===== src/rtl/uart_tx_pkg.sv =====
package uart_tx_pkg;
    typedef enum logic [1:0] {
        ST_IDLE  = 2'd0,
        ST_START = 2'd1,
        ST_DATA  = 2'd2,
        ST_STOP  = 2'd3
    } tx_state_e;
endpackage


===== src/rtl/uart_tx_fifo.sv =====
module uart_tx_fifo #(
    parameter int DATA_W = 8,
    parameter int DEPTH  = 64,
    localparam int CNT_W = $clog2(DEPTH + 1),
    localparam int PTR_W = $clog2(DEPTH)
) (
    input  logic              clk,
    input  logic              rst_n,
    input  logic              fifo_mode,
    input  logic              wr_en,
    input  logic [DATA_W-1:0] wr_data,
    input  logic              rd_en,
    output logic [DATA_W-1:0] rd_data,
    output logic [CNT_W-1:0]  count,
    output logic              wr_accept,
    output logic              overflow
);
    logic [DATA_W-1:0] mem [DEPTH];
    logic [PTR_W-1:0]  wr_ptr, rd_ptr, wr_nx, rd_nx;
    logic [CNT_W-1:0]  cap;
    logic              full, rd_ok;

    assign cap       = fifo_mode ? CNT_W'(DEPTH) : CNT_W'(1);
    assign full      = (count >= cap);
    assign wr_accept = wr_en && !full;
    assign rd_ok     = rd_en && (count != '0);
    assign rd_data   = mem[rd_ptr];

    generate
        if ((DEPTH & (DEPTH - 1)) == 0) begin : g_wrap_pow2
            assign wr_nx = wr_ptr + PTR_W'(1);
            assign rd_nx = rd_ptr + PTR_W'(1);
        end else begin : g_wrap_cmp
            assign wr_nx = (wr_ptr == PTR_W'(DEPTH - 1)) ? '0 : wr_ptr + PTR_W'(1);
            assign rd_nx = (rd_ptr == PTR_W'(DEPTH - 1)) ? '0 : rd_ptr + PTR_W'(1);
        end
    endgenerate

    always_ff @(posedge clk) begin
        if (wr_accept) begin
            mem[wr_ptr] <= wr_data;
        end
    end

    always_ff @(posedge clk or negedge rst_n) begin
        if (!rst_n) begin
            wr_ptr   <= '0;
            rd_ptr   <= '0;
            count    <= '0;
            overflow <= 1'b0;
        end else begin
            if (wr_accept) begin
                wr_ptr <= wr_nx;
            end
            if (rd_ok) begin
                rd_ptr <= rd_nx;
            end
            unique case ({wr_accept, rd_ok})
                2'b10:   count <= count + CNT_W'(1);
                2'b01:   count <= count - CNT_W'(1);
                default: count <= count;
            endcase
            if (wr_en && full) begin
                overflow <= 1'b1;
            end
        end
    end
endmodule


===== src/rtl/uart_tx_bitclk.sv =====
module uart_tx_bitclk #(
    parameter int OS_HI = 16,
    parameter int OS_LO = 8,
    localparam int OS_W = $clog2(OS_HI)
) (
    input  logic clk,
    input  logic rst_n,
    input  logic baud_tick,
    input  logic os8_mode,
    input  logic run,
    output logic bit_end
);
    logic [OS_W-1:0] tick_cnt;
    logic [OS_W-1:0] last_tick;

    assign last_tick = os8_mode ? OS_W'(OS_LO - 1) : OS_W'(OS_HI - 1);
    assign bit_end   = run && baud_tick && (tick_cnt >= last_tick);

    always_ff @(posedge clk or negedge rst_n) begin
        if (!rst_n) begin
            tick_cnt <= '0;
        end else if (!run) begin
            tick_cnt <= '0;
        end else if (baud_tick) begin
            tick_cnt <= (tick_cnt >= last_tick) ? '0 : tick_cnt + OS_W'(1);
        end
    end
endmodule


===== src/rtl/uart_tx_shifter.sv =====
module uart_tx_shifter
    import uart_tx_pkg::*;
#(
    parameter int DATA_W = 8,
    localparam int IDX_W = $clog2(DATA_W)
) (
    input  logic              clk,
    input  logic              rst_n,
    input  logic              bit_end,
    input  logic              have_data,
    input  logic              send_ok,
    input  logic [DATA_W-1:0] load_data,
    output logic              pop,
    output logic              tx_line,
    output logic              shifter_idle,
    output logic              frame_done
);
    tx_state_e         state, state_nx;
    logic [DATA_W-1:0] shreg;
    logic [IDX_W-1:0]  bit_idx;

    always_ff @(posedge clk or negedge rst_n) begin
        if (!rst_n) begin
            state <= ST_IDLE;
        end else begin
            state <= state_nx;
        end
    end

    always_ff @(posedge clk or negedge rst_n) begin
        if (!rst_n) begin
            shreg   <= '0;
            bit_idx <= '0;
        end else begin
            if (pop) begin
                shreg <= load_data;
            end else if (state == ST_DATA && bit_end) begin
                shreg <= shreg >> 1;
            end
            if (state == ST_START) begin
                bit_idx <= '0;
            end else if (state == ST_DATA && bit_end) begin
                bit_idx <= bit_idx + IDX_W'(1);
            end
        end
    end

    always_comb begin
        state_nx     = state;
        pop          = 1'b0;
        frame_done   = 1'b0;
        tx_line      = 1'b1;
        shifter_idle = 1'b0;
        unique case (state)
            ST_IDLE: begin
                shifter_idle = 1'b1;
                if (have_data && send_ok) begin
                    pop      = 1'b1;
                    state_nx = ST_START;
                end
            end
            ST_START: begin
                tx_line = 1'b0;
                if (bit_end) begin
                    state_nx = ST_DATA;
                end
            end
            ST_DATA: begin
                tx_line = shreg[0];
                if (bit_end && bit_idx == IDX_W'(DATA_W - 1)) begin
                    state_nx = ST_STOP;
                end
            end
            ST_STOP: begin
                if (bit_end) begin
                    frame_done = 1'b1;
                    state_nx   = ST_IDLE;
                end
            end
            default: state_nx = ST_IDLE;
        endcase
    end
endmodule


===== src/rtl/uart_tx_irq.sv =====
module uart_tx_irq #(
    parameter int CNT_W = 7
) (
    input  logic             clk,
    input  logic             rst_n,
    input  logic             pop,
    input  logic [CNT_W-1:0] fill,
    input  logic [CNT_W-1:0] trig_level,
    input  logic             fifo_mode,
    input  logic             half_duplex,
    input  logic             frame_done,
    input  logic             wr_accept,
    input  logic             irq_en,
    output logic             irq
);
    logic pending, set_evt, hold_evt, shift_evt;

    assign hold_evt  = pop && (!fifo_mode || fill == CNT_W'(1) || fill == trig_level);
    assign shift_evt = frame_done && (fill == '0);
    assign set_evt   = half_duplex ? shift_evt : hold_evt;
    assign irq       = pending && irq_en;

    always_ff @(posedge clk or negedge rst_n) begin
        if (!rst_n) begin
            pending <= 1'b0;
        end else if (set_evt) begin
            pending <= 1'b1;
        end else if (wr_accept) begin
            pending <= 1'b0;
        end
    end
endmodule


===== src/rtl/uart_tx_path.sv =====
module uart_tx_path #(
    parameter int DATA_W = 8,
    parameter int DEPTH  = 64,
    parameter int OS_HI  = 16,
    parameter int OS_LO  = 8,
    localparam int CNT_W = $clog2(DEPTH + 1)
) (
    input  logic              clk,
    input  logic              rst_n,
    input  logic              baud_tick,
    input  logic              os8_mode,
    input  logic              fifo_en,
    input  logic              cts_auto_en,
    input  logic              cts_n,
    input  logic              half_duplex_en,
    input  logic              tx_irq_en,
    input  logic [CNT_W-1:0]  trig_level,
    input  logic              wr_en,
    input  logic [DATA_W-1:0] wr_data,
    output logic              tx_out,
    output logic              thr_empty,
    output logic              tsr_empty,
    output logic              tx_irq,
    output logic              overflow
);
    logic [DATA_W-1:0] head_data;
    logic [CNT_W-1:0]  fifo_count;
    logic              wr_accept, pop, bit_end, frame_done, send_ok;

    assign send_ok   = !cts_auto_en || !cts_n;
    assign thr_empty = (fifo_count == '0);

    uart_tx_fifo #(.DATA_W(DATA_W), .DEPTH(DEPTH)) u_fifo (
        .clk       (clk),
        .rst_n     (rst_n),
        .fifo_mode (fifo_en),
        .wr_en     (wr_en),
        .wr_data   (wr_data),
        .rd_en     (pop),
        .rd_data   (head_data),
        .count     (fifo_count),
        .wr_accept (wr_accept),
        .overflow  (overflow)
    );

    uart_tx_bitclk #(.OS_HI(OS_HI), .OS_LO(OS_LO)) u_bitclk (
        .clk       (clk),
        .rst_n     (rst_n),
        .baud_tick (baud_tick),
        .os8_mode  (os8_mode),
        .run       (!tsr_empty),
        .bit_end   (bit_end)
    );

    uart_tx_shifter #(.DATA_W(DATA_W)) u_shifter (
        .clk          (clk),
        .rst_n        (rst_n),
        .bit_end      (bit_end),
        .have_data    (!thr_empty),
        .send_ok      (send_ok),
        .load_data    (head_data),
        .pop          (pop),
        .tx_line      (tx_out),
        .shifter_idle (tsr_empty),
        .frame_done   (frame_done)
    );

    uart_tx_irq #(.CNT_W(CNT_W)) u_irq (
        .clk         (clk),
        .rst_n       (rst_n),
        .pop         (pop),
        .fill        (fifo_count),
        .trig_level  (trig_level),
        .fifo_mode   (fifo_en),
        .half_duplex (half_duplex_en),
        .frame_done  (frame_done),
        .wr_accept   (wr_accept),
        .irq_en      (tx_irq_en),
        .irq         (tx_irq)
    );
endmodule


===== config.mk =====
export PLATFORM = sky130hd
export DESIGN_NAME = uart_tx_path
export DESIGN_NICKNAME = d
export VERILOG_FILES = /design/src/rtl/uart_tx_pkg.sv /design/src/rtl/uart_tx_fifo.sv /design/src/rtl/uart_tx_bitclk.sv /design/src/rtl/uart_tx_shifter.sv /design/src/rtl/uart_tx_irq.sv /design/src/rtl/uart_tx_path.sv
export SDC_FILE = /design/constraint.sdc
export NUM_CORES = 1
export LEC_CHECK = 0
export BUFFER_PORTS_ARGS = -buffer_cell sky130_fd_sc_hd__buf_2
export CORE_ASPECT_RATIO = 0.6
export CORE_UTILIZATION = 30
export DETAILED_ROUTE_END_ITERATION = 16
export GPL_TIMING_DRIVEN = 0
export PLACE_DENSITY_LB_ADDON = 0.08
export SYNTH_ARGS = -nofsm -noshare
export SYNTH_HDL_FRONTEND = slang
export SYNTH_SLANG_ARGS = --single-unit

===== constraint.sdc =====
create_clock -name clk -period 3.5 [get_ports clk]
set_input_delay 0.175 -clock clk [delete_from_list [all_inputs] [get_ports clk]]
set_output_delay 0.175 -clock clk [all_outputs]
set_load 0.01 [all_outputs]

==> impl_metrics.json, run 1 <==
{
  "syn_inst": 1168,
  "yosysWarnings": 0,
  "syn2layout_area_growth_pct": 15.0,
  "grt_pass1_vias": 11300,
  "fin_crit_sh": 0.977,
  "dp_cells": 2173,
  "hold_violations": 0,
  "cap_violations": 0,
  "layout_commonest_cell": "edfxtp_1",
  "die_h_um": 212,
  "synth_area_mm2": 0.0220,
  "port_buffers": 29,
  "antenna_found_initial": 5,
  "grt_pass1_wl_um": 91500,
  "core_mm2": 0.0723,
  "path_common_cell": "buf_2",
  "slowest_stage": "clkdlybuf4s15_2",
  "arrival_ns": 3.88,
  "yosysTopAreaCell": "edfxtp_1",
  "placementRows": 76,
  "setup_violations": 0,
  "gr-total-overflow": 0,
  "ys_ff_latch": 550,
  "clkLatencyLatePin_ns": 0.59,
  "nNetsFinal": 1303,
  "async_flop_share": 0.0691,
  "cpPeakStageDelay_ns": 0.64,
  "die_area_mm2": 0.0746,
  "instances_no_fill": 2274,
  "first_pass_iters": 5,
  "htreeDepth": 2,
  "drive_gt1_frac": 0.268,
  "slew_viol_final": 0,
  "wl_per_cell_um": 28.8,
  "worst-r2r-setup-slack_ns": 0.08,
  "synth_area_leaders": "edfxtp_1 70%, mux4_2 11%, dfrtp_1 4.3%",
  "max_slew.worst_pin.slew_ns": 1.34,
  "ioPinCount": 30,
  "layout_common_cells": "512 x edfxtp_1, 107 x mux4_2, 55 x nor2_2, 53 x clkbuf_16, 50 x nand2_1",
  "period_needed_ns": 3.42,
  "synth.yosys.seq_area_share": 0.740,
  "startpoint": "u_fifo.rd_ptr[1]",
  "start_util": 0.305,
  "synth_top_cell_area_share": 0.697,
  "required_ns": 3.96,
  "holdCritPathClass": "in2reg",
  "skew_ns": 0.0178,
  "path_class": "reg2reg",
  "regToRegStartpoint": "u_fifo.rd_ptr[1]",
  "vias": 11600,
  "die_w_um": 352,
  "crit_end": "u_shifter.shreg[0]",
  "crit_chain": "buf_2 > buf_2 > clkdlybuf4s15_2 > mux4_2 > mux2i_1 > o22ai_1 > o211ai_1 > nand2_1",
  "synth_cell_types": 60,
  "clkTransAtPathRegs_ns": 0.07,
  "cts_made_buffers": 52,
  "r2r_end": "u_shifter.shreg[0]",
  "grt_setup_unrepaired": "no",
  "gp_congestion": 0.823,
  "wl_um": 65400,
  "powerDensity_mw_per_mm2": 769,
  "slew_headroom": 0.107,
  "cp-end-kind": "flop",
  "cts.sinks": 550,
  "max_freq_mhz": 292,
  "routed_via_density": 5.09,
  "synth_edf_count": 512,
  "drc": 0,
  "ys.flop_type": "edfxtp_1",
  "r2r_cells": 8,
  "clockBufferDepth": 3,
  "crit_path_start_kind": "flop",
  "whs_path_depth": 4,
  "hpwl_um": 43600,
  "leakagePower_nw": 8.02,
  "synth_fp_nets": 1209,
  "cp_max_fo": 10,
  "syn_area_per_cell_um2": 18.9,
  "status": "finished, final reports clean",
  "drt_iter0_markers": 1330,
  "p_total_mw": 19.5,
  "track_usage": 0.176,
  "fin_area_mm2": 0.0254,
  "cts_tree": "done",
  "cts-root-buf": "clkbuf_16",
  "dpl-instance-area_mm2": 0.0234,
  "postRouteAntennaNets": 0,
  "grt_max_degree": 65,
  "irDropWorstVdd_mv": 0.372
}
[kinds of logic (layout without fill, tap and decap cells)]
logic type	after synthesis	after routing	share of synthesized area
other cells	0	2	0
flops	550	550	0.740
mux	175	175	0.141
buf+inv	82	211	0.0165
xor+xnor	26	26	0.0107
fa+ha+maj	16	16	0.00908
simple gates	192	192	0.0411
compound gates	127	127	0.0409
[layer usage]
layer / vias up / routed length, um / global-route usage
met2: 347 / 24500 / 0.220
met4: 0 / 929 / 0.0313
met3: 67 / 4890 / 0.0452
met1: 6238 / 35000 / 0.296
met5: - / 0 / 0
li1: 4930 / - / -
[how the worst min path moves through the flow]
| stage | startpoint | to |
|---|---|---|
| global placement | rst_n | u_irq.pending |
| finish | fifo_en | u_irq.pending |
| detailed placement | rst_n | u_irq.pending |
| CTS | fifo_en | u_irq.pending |
| floorplan | rst_n | u_bitclk.tick_cnt[0] |
| global route | fifo_en | u_irq.pending |
[area by class of cell]
type | instances | area [um2]
timing repair buffer | 42 | 275
antenna | 2 | 5.00
multi-input combinational | 536 | 5560
fill | 6814 | 46900
sequential | 550 | 16300
clock buffer | 69 | 1410
tap | 975 | 1220
clock inverter | 20 | 144
inverter | 16 | 62.6
buffer | 64 | 358
[registers in the layout, summed over array words and instances, names as in the netlist]
register / count
u_bitclk.tick_cnt: 4
u_fifo.overflow: 1
u_fifo.rd_ptr: 6
u_fifo.count: 7
u_fifo.mem: 512
u_irq.pending: 1
u_fifo.wr_ptr: 6
u_shifter.state: 2
u_shifter.shreg: 8
u_shifter.bit_idx: 3
[where the power goes]
| group | switching [mW] | leakage [nW] | internal, mW | total, mW |
|---|---|---|---|---|
| Clock | 2.47 | 0.754 | 2.95 | 5.42 |
| Sequential | 0.211 | 5.07 | 7.47 | 7.68 |
| Combinational | 4.09 | 2.20 | 2.31 | 6.40 |
| Total | 6.77 | 8.02 | 12.7 | 19.5 |
[critical path, delay by kind of cell, from the launching register on]
family,cells,cell delay [ns]
buffers and inverters,3,1.43
muxes,2,0.95
AOI/OAI and AO/OA,2,0.39
DFF,1,0.38
and+or+nand+nor,1,0.10
[cell usage after synthesis, drive strengths merged (4+ instances only)]
cell and instances:
nor3 5, mux4 107, nand3b 4, o221ai 17, a21o 7, edfxtp 512, nand3 5, inv 13
ha 16, dfrtp 38, nor2b 4, nand2 50, a221o 7, or3 4, o22ai 4, buf 40
a22oi 9, xor2 8, nand4 11, a32oi 6, nor2 85, a31oi 8, clkbuf 26, o21ai 19
a21oi 27, xnor2 18, nand2b 6, mux2 19, mux2i 49, or4 6
[repair_timing]
item                                    CTS  global route
endpoints found under the setup margin  346           146
gates cloned                              0             0
hold endpoints to repair                 43             0
resized for setup                        68            32
pin swaps                                 0             3
hold buffers                              4             0
setup buffers                             6             2
[stage by stage]
step	hold slack (ns)	setup slack [ns]	utilization	TNS, ns
finish	0.0796	0.0800	0.351	0
global route	0.101	0.00201	0.351	0
CTS	0.0583	-0.307	0.349	-12.76
detailed placement	0.396	-0.599	0.324	-71.15
global placement	0.397	-0.614	0.324	-73.77
floorplan	-0.121	0.570	-	0
(Power assumes the default switching activity.)
==> inputs of run 2 (changes only) <==
CAP_MARGIN = 20   (was default)
clock period = 4.3 ns   (was 3.5 ns; I/O delays follow)
==> run 2 against run 1 <==
  * Sequential share of layout area up 0.20 points
  * Final cell count increased by 0.44%
  * Die area stayed put
  * Clock-buffer cell count rose by 1
  * Clock skew is 0.0012 ns lower
  * Highest routed layer unchanged
==> impl_metrics.json, run 2 (synthesized netlist as in run 1, its figures left out) <==
{
  "fin_area_mm2": 0.0253,
  "layout_commonest_cell": "edfxtp_1",
  "nFillCells": 6844,
  "finalSetupTns_ns": 0,
  "cp_max_fo": 10,
  "antenna_found_initial": 1,
  "cts_resized": 0,
  "nNetsFinal": 1310,
  "worst-r2r-setup-slack_ns": 0.37,
  "period_needed_ns": 3.93,
  "first_pass_iters": 5,
  "routed_via_density": 5.12,
  "regMostFlops": "u_fifo.mem",
  "start_util": 0.305,
  "r2r_end": "u_shifter.shreg[2]",
  "max_slew.worst_pin.slew_ns": 1.23,
  "htreeDepth": 2,
  "holdCritPathClass": "in2reg",
  "r2r_cells": 8,
  "grt_pass1_wl_um": 91900,
  "vias": 11700,
  "crit_end": "u_shifter.shreg[2]",
  "setup_ws_ns": 0.365,
  "postRouteAntennaNets": 0,
  "instances_no_fill": 2284,
  "cp-end-kind": "flop",
  "die_w_um": 352,
  "dp_cells": 2182,
  "hpwl_um": 45400,
  "cap_violations": 0,
  "crit_path_start_kind": "flop",
  "p_total_mw": 15.9,
  "cts_tree": "done",
  "grt_setup_unrepaired": "no",
  "syn2layout_area_growth_pct": 14.6,
  "dpl-instance-area_mm2": 0.0236,
  "clkLatencyLatePin_ns": 0.59,
  "slew_viol_final": 0,
  "placementRows": 76,
  "seqCellArea_mm2": 0.0163,
  "largest_register_ffs": 512,
  "utilization": 0.350,
  "leakagePower_nw": 8.06,
  "max_freq_mhz": 254,
  "setup_violations": 0,
  "fin_crit_sh": 0.915,
  "gp_congestion": 0.823,
  "die_h_um": 212,
  "cts_hold_buf": 4,
  "path_class": "reg2reg",
  "die_area_mm2": 0.0746,
  "cts-root-buf": "clkbuf_16",
  "cts_made_buffers": 53,
  "wl_um": 65800,
  "grt_pass1_vias": 11400,
  "clockBufferDepth": 3,
  "required_ns": 4.75,
  "ioPinCount": 30,
  "post-place-ws_ns": 0.342,
  "track_usage": 0.177,
  "clkTransAtPathRegs_ns": 0.06,
  "drt_iter0_markers": 1222,
  "core_mm2": 0.0723,
  "grt_max_degree": 65,
  "drive_gt1_frac": 0.213,
  "multi_input_area_mm2": 0.00536,
  "cts.sinks": 550,
  "status": "finished, final reports clean",
  "whs_path_depth": 1,
  "layout_common_cells": "512 x edfxtp_1, 107 x mux4_2, 78 x nor2_1, 53 x clkbuf_16, 51 x buf_2",
  "port_buffers": 29,
  "skew_ns": 0.0166,
  "irDropWorstVdd_mv": 0.293,
  "regToRegStartpoint": "u_fifo.rd_ptr[0]",
  "arrival_ns": 4.38,
  "hold_slack_ns": 0.0617,
  "powerDensity_mw_per_mm2": 627,
  "startpoint": "u_fifo.rd_ptr[0]",
  "slew_headroom": 0.180,
  "hold_violations": 0,
  "post_cts_buffers": 0,
  "drc": 0,
  "wl_per_cell_um": 28.8,
  "reg_top3": "u_fifo.mem (512), u_shifter.shreg (8), u_fifo.count (7)",
  "gr-total-overflow": 0
}
==> run 2: cell count changes in the layout (fill, tap and decap cells not counted), moves of 8 or more <==
cell	change
buf_1	+9
buf_12	+8
buf_4	-14
clkbuf_1	+8
nor2_1	+58
nor2_2	-48
nor2_4	-10
==> run 2: worst min-delay path by stage <==
stage	slack (ns)	start	to
detailed placement	0.44	rst_n	u_irq.pending
global placement	0.44	rst_n	u_irq.pending
global route	0.06	wr_data[7]	u_fifo.mem[10][7]
floorplan	-0.08	rst_n	u_bitclk.tick_cnt[0]
finish	0.06	wr_data[7]	u_fifo.mem[10][7]
CTS	0.04	wr_data[7]	u_fifo.mem[10][7]
==> run 2: power by group <==
| group | internal, mW | leakage (nW) | switching (mW) |
|---|---|---|---|
| Clock | 2.41 | 0.771 | 2.02 |
| Sequential | 6.08 | 5.07 | 0.172 |
| Combinational | 1.89 | 2.22 | 3.29 |
==> run 2: layout make-up <==
| cell class | count | share of cell area |
|---|---|---|
| clock buffers | 70 | 0.0558 |
| flip-flops and latches | 550 | 0.646 |
| inverters | 16 | 0.00248 |
| plain buffers | 66 | 0.0119 |
| multi-input cells | 536 | 0.212 |
| well taps | 975 | 0.0483 |
| diodes | 2 | 0.000198 |
| clock inverters | 23 | 0.00653 |
| repair buffers | 46 | 0.0168 |
==> run 2: worst max-delay path: stages, from the launching register on <==
cell and delay (ns):
dfrtp_1 0.40, buf_2 0.29, buf_2 0.57, clkbuf_1 0.92, nand2_1 0.38, o221ai_1 0.32
a21oi_1 0.19, o21ai_0 0.54, a31oi_1 0.15
==> run 2: metal layers <==
layer	track usage	vias to the layer above	wire [um]
li1	-	4942	-
met1	0.299	6297	35100
met2	0.219	382	24400
met3	0.0468	66	5590
met4	0.0279	0	816
met5	0	-	0
